===== config.mk =====
export PLATFORM = sky130hd
export DESIGN_NAME = charge_seq
export DESIGN_NICKNAME = d
export VERILOG_FILES = /design/src/rtl/chgseq_pkg.sv /design/src/rtl/chgseq_dwell.sv /design/src/rtl/chgseq_ramp.sv /design/src/rtl/charge_seq.sv
export SDC_FILE = /design/constraint.sdc
export NUM_CORES = 1
export LEC_CHECK = 0
export BUFFER_PORTS_ARGS = -buffer_cell sky130_fd_sc_hd__buf_4
export CORE_UTILIZATION = 39
export DETAILED_ROUTE_END_ITERATION = 16
export PLACE_DENSITY = 0.6
export SLEW_MARGIN = 20
export SYNTH_ARGS = -nofsm -noshare
export SYNTH_HDL_FRONTEND = slang
export SYNTH_SLANG_ARGS = --single-unit

===== constraint.sdc =====
create_clock -name clk -period 1.6 [get_ports clk]
set_clock_uncertainty 0.1 [all_clocks]
set_input_delay 0.32 -clock clk [delete_from_list [all_inputs] [get_ports clk]]
set_output_delay 0.32 -clock clk [all_outputs]
set_load 0.05 [all_outputs]

===== src/rtl/chgseq_pkg.sv =====
package chgseq_pkg;

    localparam int LVL_W = 3;

    typedef logic [LVL_W-1:0] lvl_t;

    localparam lvl_t LVL_TOP = '1;

    typedef enum logic [0:0] {
        ST_IDLE = 1'b0,
        ST_RUN  = 1'b1
    } seq_state_e;

    typedef struct packed {
        logic adapter;
        logic pin_low;
        logic path;
        logic any_fault;
    } gate_in_s;

    function automatic lvl_t lvl_next(input lvl_t cur);
        return (cur == LVL_TOP) ? cur : cur + lvl_t'(1);
    endfunction

    function automatic logic gate_kill(input gate_in_s g);
        return !g.adapter || !g.pin_low || !g.path || g.any_fault;
    endfunction

endpackage


===== src/rtl/chgseq_dwell.sv =====
module chgseq_dwell #(
    parameter int unsigned LIMIT = 8
) (
    input  logic clk,
    input  logic rst,
    input  logic qual,
    output logic ready
);
    localparam int unsigned CW = $clog2(LIMIT + 1);
    typedef logic [CW-1:0] cnt_t;
    localparam cnt_t CMAX = cnt_t'(LIMIT);

    cnt_t cnt;

    always_ff @(posedge clk) begin
        if (rst || !qual) begin
            cnt <= '0;
        end else if (cnt != CMAX) begin
            cnt <= cnt + cnt_t'(1);
        end
    end

    assign ready = (cnt == CMAX);

    // a qualified input is needed on the previous edge
    p_dwell_needs_qual_r3: assert property (@(posedge clk) disable iff (rst)
        ready |-> $past(qual));

    p_dwell_bound_r4: assert property (@(posedge clk) disable iff (rst)
        cnt <= CMAX);

endmodule


===== src/rtl/chgseq_ramp.sv =====
module chgseq_ramp
    import chgseq_pkg::*;
#(
    parameter int unsigned STEP_CYC = 170
) (
    input  logic clk,
    input  logic rst,
    input  logic active,
    output lvl_t level,
    output logic at_top
);
    localparam int unsigned SW = (STEP_CYC > 1) ? $clog2(STEP_CYC) : 1;
    typedef logic [SW-1:0] step_t;
    localparam step_t SLAST = step_t'(STEP_CYC - 1);

    step_t tick;

    always_ff @(posedge clk) begin
        if (rst || !active) begin
            tick  <= '0;
            level <= '0;
        end else if (tick == SLAST) begin
            tick  <= '0;
            level <= lvl_next(level);
        end else begin
            tick <= tick + step_t'(1);
        end
    end

    assign at_top = (level == LVL_TOP);

    // the code moves by at most one per edge
    p_level_step_r6: assert property (@(posedge clk) disable iff (rst)
        $past(active) |-> (level == $past(level)) || (level == lvl_t'($past(level) + lvl_t'(1))));

    // an inactive cycle drops the ramp back to the first step
    p_level_restart_r9: assert property (@(posedge clk) disable iff (rst)
        !$past(active) |-> (level == '0));

endmodule


===== src/rtl/charge_seq.sv =====
module charge_seq
    import chgseq_pkg::*;
#(
    parameter int unsigned ADAPT_DLY    = 700,
    parameter int unsigned DEGLITCH_CYC = 200,
    parameter int unsigned STEP_CYC     = 170,
    parameter int unsigned NUM_FLT      = 4
) (
    input  logic               clk,
    input  logic               rst,
    input  logic               adapter_ok,
    input  logic               chg_en_n,
    input  logic               path_allow,
    input  logic [NUM_FLT-1:0] fault,
    output logic               run_en,
    output logic [LVL_W-1:0]   ss_level,
    output logic               ramp_done
);
    gate_in_s   gin;
    logic       kill;
    logic       adp_ready;
    logic       pin_ready;
    logic       go;
    logic       at_top;
    lvl_t       ramp_lvl;
    seq_state_e state;

    always_comb begin
        gin.adapter   = adapter_ok;
        gin.pin_low   = !chg_en_n;
        gin.path      = path_allow;
        gin.any_fault = |fault;
    end

    assign kill = gate_kill(gin);

    chgseq_dwell #(.LIMIT(ADAPT_DLY)) u_adapter_dwell (
        .clk   (clk),
        .rst   (rst),
        .qual  (gin.adapter),
        .ready (adp_ready)
    );

    // the pin is only evaluated while the adapter is present
    chgseq_dwell #(.LIMIT(DEGLITCH_CYC)) u_pin_dwell (
        .clk   (clk),
        .rst   (rst),
        .qual  (gin.adapter && gin.pin_low),
        .ready (pin_ready)
    );

    assign go = adp_ready && pin_ready && !kill;

    always_ff @(posedge clk) begin
        if (rst) begin
            state <= ST_IDLE;
        end else begin
            unique case (state)
                ST_IDLE: if (go)   state <= ST_RUN;
                ST_RUN:  if (kill) state <= ST_IDLE;
                default:           state <= ST_IDLE;
            endcase
        end
    end

    assign run_en = (state == ST_RUN) && !kill;

    chgseq_ramp #(.STEP_CYC(STEP_CYC)) u_ramp (
        .clk    (clk),
        .rst    (rst),
        .active (run_en),
        .level  (ramp_lvl),
        .at_top (at_top)
    );

    assign ss_level  = run_en ? ramp_lvl : '0;
    assign ramp_done = run_en && at_top;

    p_pin_high_off_r2: assert property (@(posedge clk) disable iff (rst)
        chg_en_n |-> !run_en);

    p_start_after_delays_r4: assert property (@(posedge clk) disable iff (rst)
        $rose(run_en) |-> (adp_ready && pin_ready));

    p_pin_ignored_r5: assert property (@(posedge clk) disable iff (rst)
        !$past(adapter_ok) |-> !pin_ready);

    p_done_at_top_r7: assert property (@(posedge clk) disable iff (rst)
        ramp_done |-> (run_en && ss_level == LVL_TOP));

    p_kill_clears_r8: assert property (@(posedge clk) disable iff (rst)
        (!adapter_ok || !path_allow || (|fault)) |-> (!run_en && ss_level == '0));

    p_first_step_r9: assert property (@(posedge clk) disable iff (rst)
        $rose(run_en) |-> (ss_level == '0));

    p_idle_zero_r10: assert property (@(posedge clk) disable iff (rst)
        !run_en |-> (ss_level == '0 && !ramp_done));

endmodule


==> results.py <==
metrics = {
    "setup_path": {
        "slowest_stage": "nor4_4",
        "critPathLaunchType": "input port",
        "required_ns": 1.18,
        "criticalPathCategory": "input port to primary output",
        "r2r_cells": 5,
        "cp.depth": 5,
        "slowest_delay_ns": 0.29,
        "cp_top_family": "simple AND/OR/NAND/NOR gates",
        "path_max_fanout": 5,
        "critPathBufInv": 2,
        "cp_cell_sequence": "buf_6 > nor4_4 > and3_4 > and2_4 > buf_8",
        "crit_path_end_kind": "primary output",
        "arrival_ns": 1.24,
    },
    "pwr": {
        "ir_drop_v": 0.000570,
        "p_leak_uw": 0.000696,
        "p_per_area_nw_per_um2": 857,
        "pwr-share-clk": 0.539,
        "switching_share": 0.183,
        "combPwrFrac": 0.036,
        "total_power_uw": 1780,
        "share_seq_of_total_power": 0.425,
        "p_int_uw": 1450,
        "p_sw_uw": 326,
    },
    "logic_synthesis": {
        "synth_area_leader_cell": "dfxtp_1",
        "syn_inst": 174,
        "netlist_area_um2": 1520,
        "ys_warn_count": 0,
        "syn-num-nets": 191,
        "synth_common_cells": "dfxtp_1 (30), nand3_1 (14), o21ai_0 (14)",
        "synth_most_common_cell": "dfxtp_1",
        "ys.flop_type": "dfxtp_1",
        "synthDistinctLibCells": 40,
        "synth_top_area_frac": 0.395,
        "synth-seq-cells": 30,
        "ys_seq_area_frac": 0.395,
        "yosys-top-cells-area": "dfxtp_1 (40%), ha_1 (6.6%), nand3_1 (4.6%), o21ai_0 (4.6%), a21oi_1 (3.6%)",
        "synth_edf_count": 0,
        "async_flop_share": 0,
        "avgSynthCellArea_um2": 8.74,
    },
    "clock_tree": {
        "cts.sinks": 30,
        "clk_latency_ns": 0.28,
        "cts_buffers": 5,
        "cts_max_path_buffers": 2,
        "cts_root_buffer": "clkbuf_8",
        "cts.reportedPaths.clkPinSlew_ns": 0.07,
        "holdBufCountCts": 0,
        "cts_tree": "yes",
        "h-tree-depth": 2,
    },
    "floorplanning": {
        "initial_core_util": 0.412,
        "num_rows": 22,
        "core_area_um2": 3690,
        "die-area_um2": 4150,
        "die_h_um": 64.4,
        "die_w_um": 64.4,
        "ios": 14,
    },
    "layout": {
        "nNetsFinal": 225,
        "layout-drive-gt1-share": 0.282,
        "antenna_cells": 0,
        "fin_util": 0.562,
        "area_growth_pct": 36.4,
        "final_cell_count_no_fill": 257,
    },
    "detailed_routing": {
        "ant_nets": 0,
        "viasPerCell": 5.42,
        "num_vias": 1394,
        "wl_um": 3170,
        "drc": 0,
        "drt_iter0_drc": 44,
        "post_drt_wl_per_cell_um": 12.3,
        "firstDrtPassIters": 4,
    },
    "hold_path": {
        "hp-class": "input port to register",
        "holdPathStages": 4,
    },
    "placement": {
        "numPortBuffers": 13,
        "place_inst": 247,
        "dp_slack_ns": -0.125,
        "dp.final_hpwl_um": 2350,
        "place_congestion": 0.799,
    },
    "global_routing": {
        "grt_antenna_before_repair": 0,
        "grt_util_all_layers": 0.181,
        "grt_pass1_wl_um": 5790,
        "grt-ovfl-total": 0,
        "grt_pass1_vias": 1365,
        "grt_max_degree": 11,
    },
    "timing": {
        "final_hold_viol_count": 0,
        "finalCriticalPeriod_ns": 1.66,
        "finalWorstSetupSlack_ns": -0.0625,
        "max_freq_ghz": 0.601,
        "fin_crit_sh": 1.04,
        "slew_headroom": 0.746,
        "report.final.setup_viol": 4,
        "tightest_slew_ns": 0.376,
        "drv_slew": 0,
        "grt_setup_unrepaired": "true",
    },
    "run_status": {
        "violations": "negative setup slack",
        "status": "complete, but fails checks",
    },
    "job": {
        "cap_violations": 0,
    },
}
-- kinds of logic (layout without fill, tap and decap cells) --
| logic type | count (synthesis) | in the layout | share of synthesized area |
|---|---|---|---|
| and+or+nand+nor | 73 | 73 | 0.293 |
| AOI/OAI and AO/OA | 42 | 42 | 0.165 |
| DFF | 30 | 30 | 0.395 |
| buffers and inverters | 13 | 48 | 0.0329 |
| adders and majority gates | 8 | 8 | 0.0658 |
| xor gates and xnor gates | 6 | 6 | 0.0346 |
| muxes | 2 | 2 | 0.0132 |
-- what timing repair did --
action / 4_1_cts / 5_1_grt
gates resized for setup: 16 / 13
hold endpoints to repair: 0 / 0
gates cloned: 0 / 0
setup buffers: 1 / 1
pin swaps: 3 / 6
setup endpoints to repair: 10 / 17
-- stage by stage --
stage                     cell area, um2  TNS, ns  hold slack, ns
after floorplan                     1550   -0.263           0.361
after global placement              1810   -0.336           0.382
after detailed placement            1810   -0.543           0.389
after CTS                           2020   -0.261           0.275
after global routing                2070   -0.440           0.294
final                               2070   -0.244           0.272
-- metal layers --
layer / part of all wire / global-route usage / up-vias
met1: 0.47 / 0.225 / 634
met5: 0 / 0 / -
met2: 0.47 / 0.296 / 28
met3: 0.043 / 0.0370 / 7
met4: 0.019 / 0.0917 / 0
li1: - / - / 725
-- path summary, 6_finish.rpt --
path	from	end	slack, ns
min	chg_en_n	u_pin_dwell.cnt[5]$_SDFFE_PP0P_	0.27
max	fault[1]	ss_level[0]	-0.06
min reg2reg	u_ramp.tick[0]$_SDFF_PP0_	u_ramp.tick[0]$_SDFF_PP0_	0.38
max reg2reg	u_adapter_dwell.cnt[1]$_SDFFE_PP0P_	u_adapter_dwell.cnt[2]$_SDFFE_PP0P_	0.07
-- worst reg2reg max path: cells and delay by family (launching register included) --
kind / cells / cell delay (ns)
and+or+nand+nor: 2 / 0.65
buffers and inverters: 1 / 0.04
adders and majority gates: 1 / 0.12
AOI/OAI and AO/OA: 1 / 0.17
DFF: 1 / 0.36
-- final cells by class --
type	count	area, um2
multi-input cells	131	957
inverters	10	37.5
fillers	364	1620
well taps	48	60.1
clock buffers	6	82.6
flip-flops and latches	30	609
repair buffers	30	267
clock inverters	2	60.1
-- cells in the final DEF, fill, tap and decap left out, types with 5 or more instances in the layout --
cell      instances
a211oi_1          5
clkbuf_8          6
or3_1             7
nand2_1          10
dfxtp_1          25
a21oi_1          11
inv_1             8
nand3_1          14
nand4_1           5
o21ai_0          14
nor3_1            7
ha_1              5
buf_4            23
-- flip-flops by register name, summed over array words and instances, names as in the netlist --
register	count
state	1
u_adapter_dwell.cnt	10
u_pin_dwell.cnt	8
u_ramp.level	3
u_ramp.tick	8
-- power groups by stage --
stage          logic, uW  clock network, uW  registers (uW)
6_report            64.3                957             755
5_1_grt             71.5               1010             755
4_1_cts             63.2                971             755
3_5_place_dp        60.5                  0             772
3_3_place_gp        57.7                  0             772
2_1_floorplan       22.6                  0             771
Power figures use the tool's default switching activity.
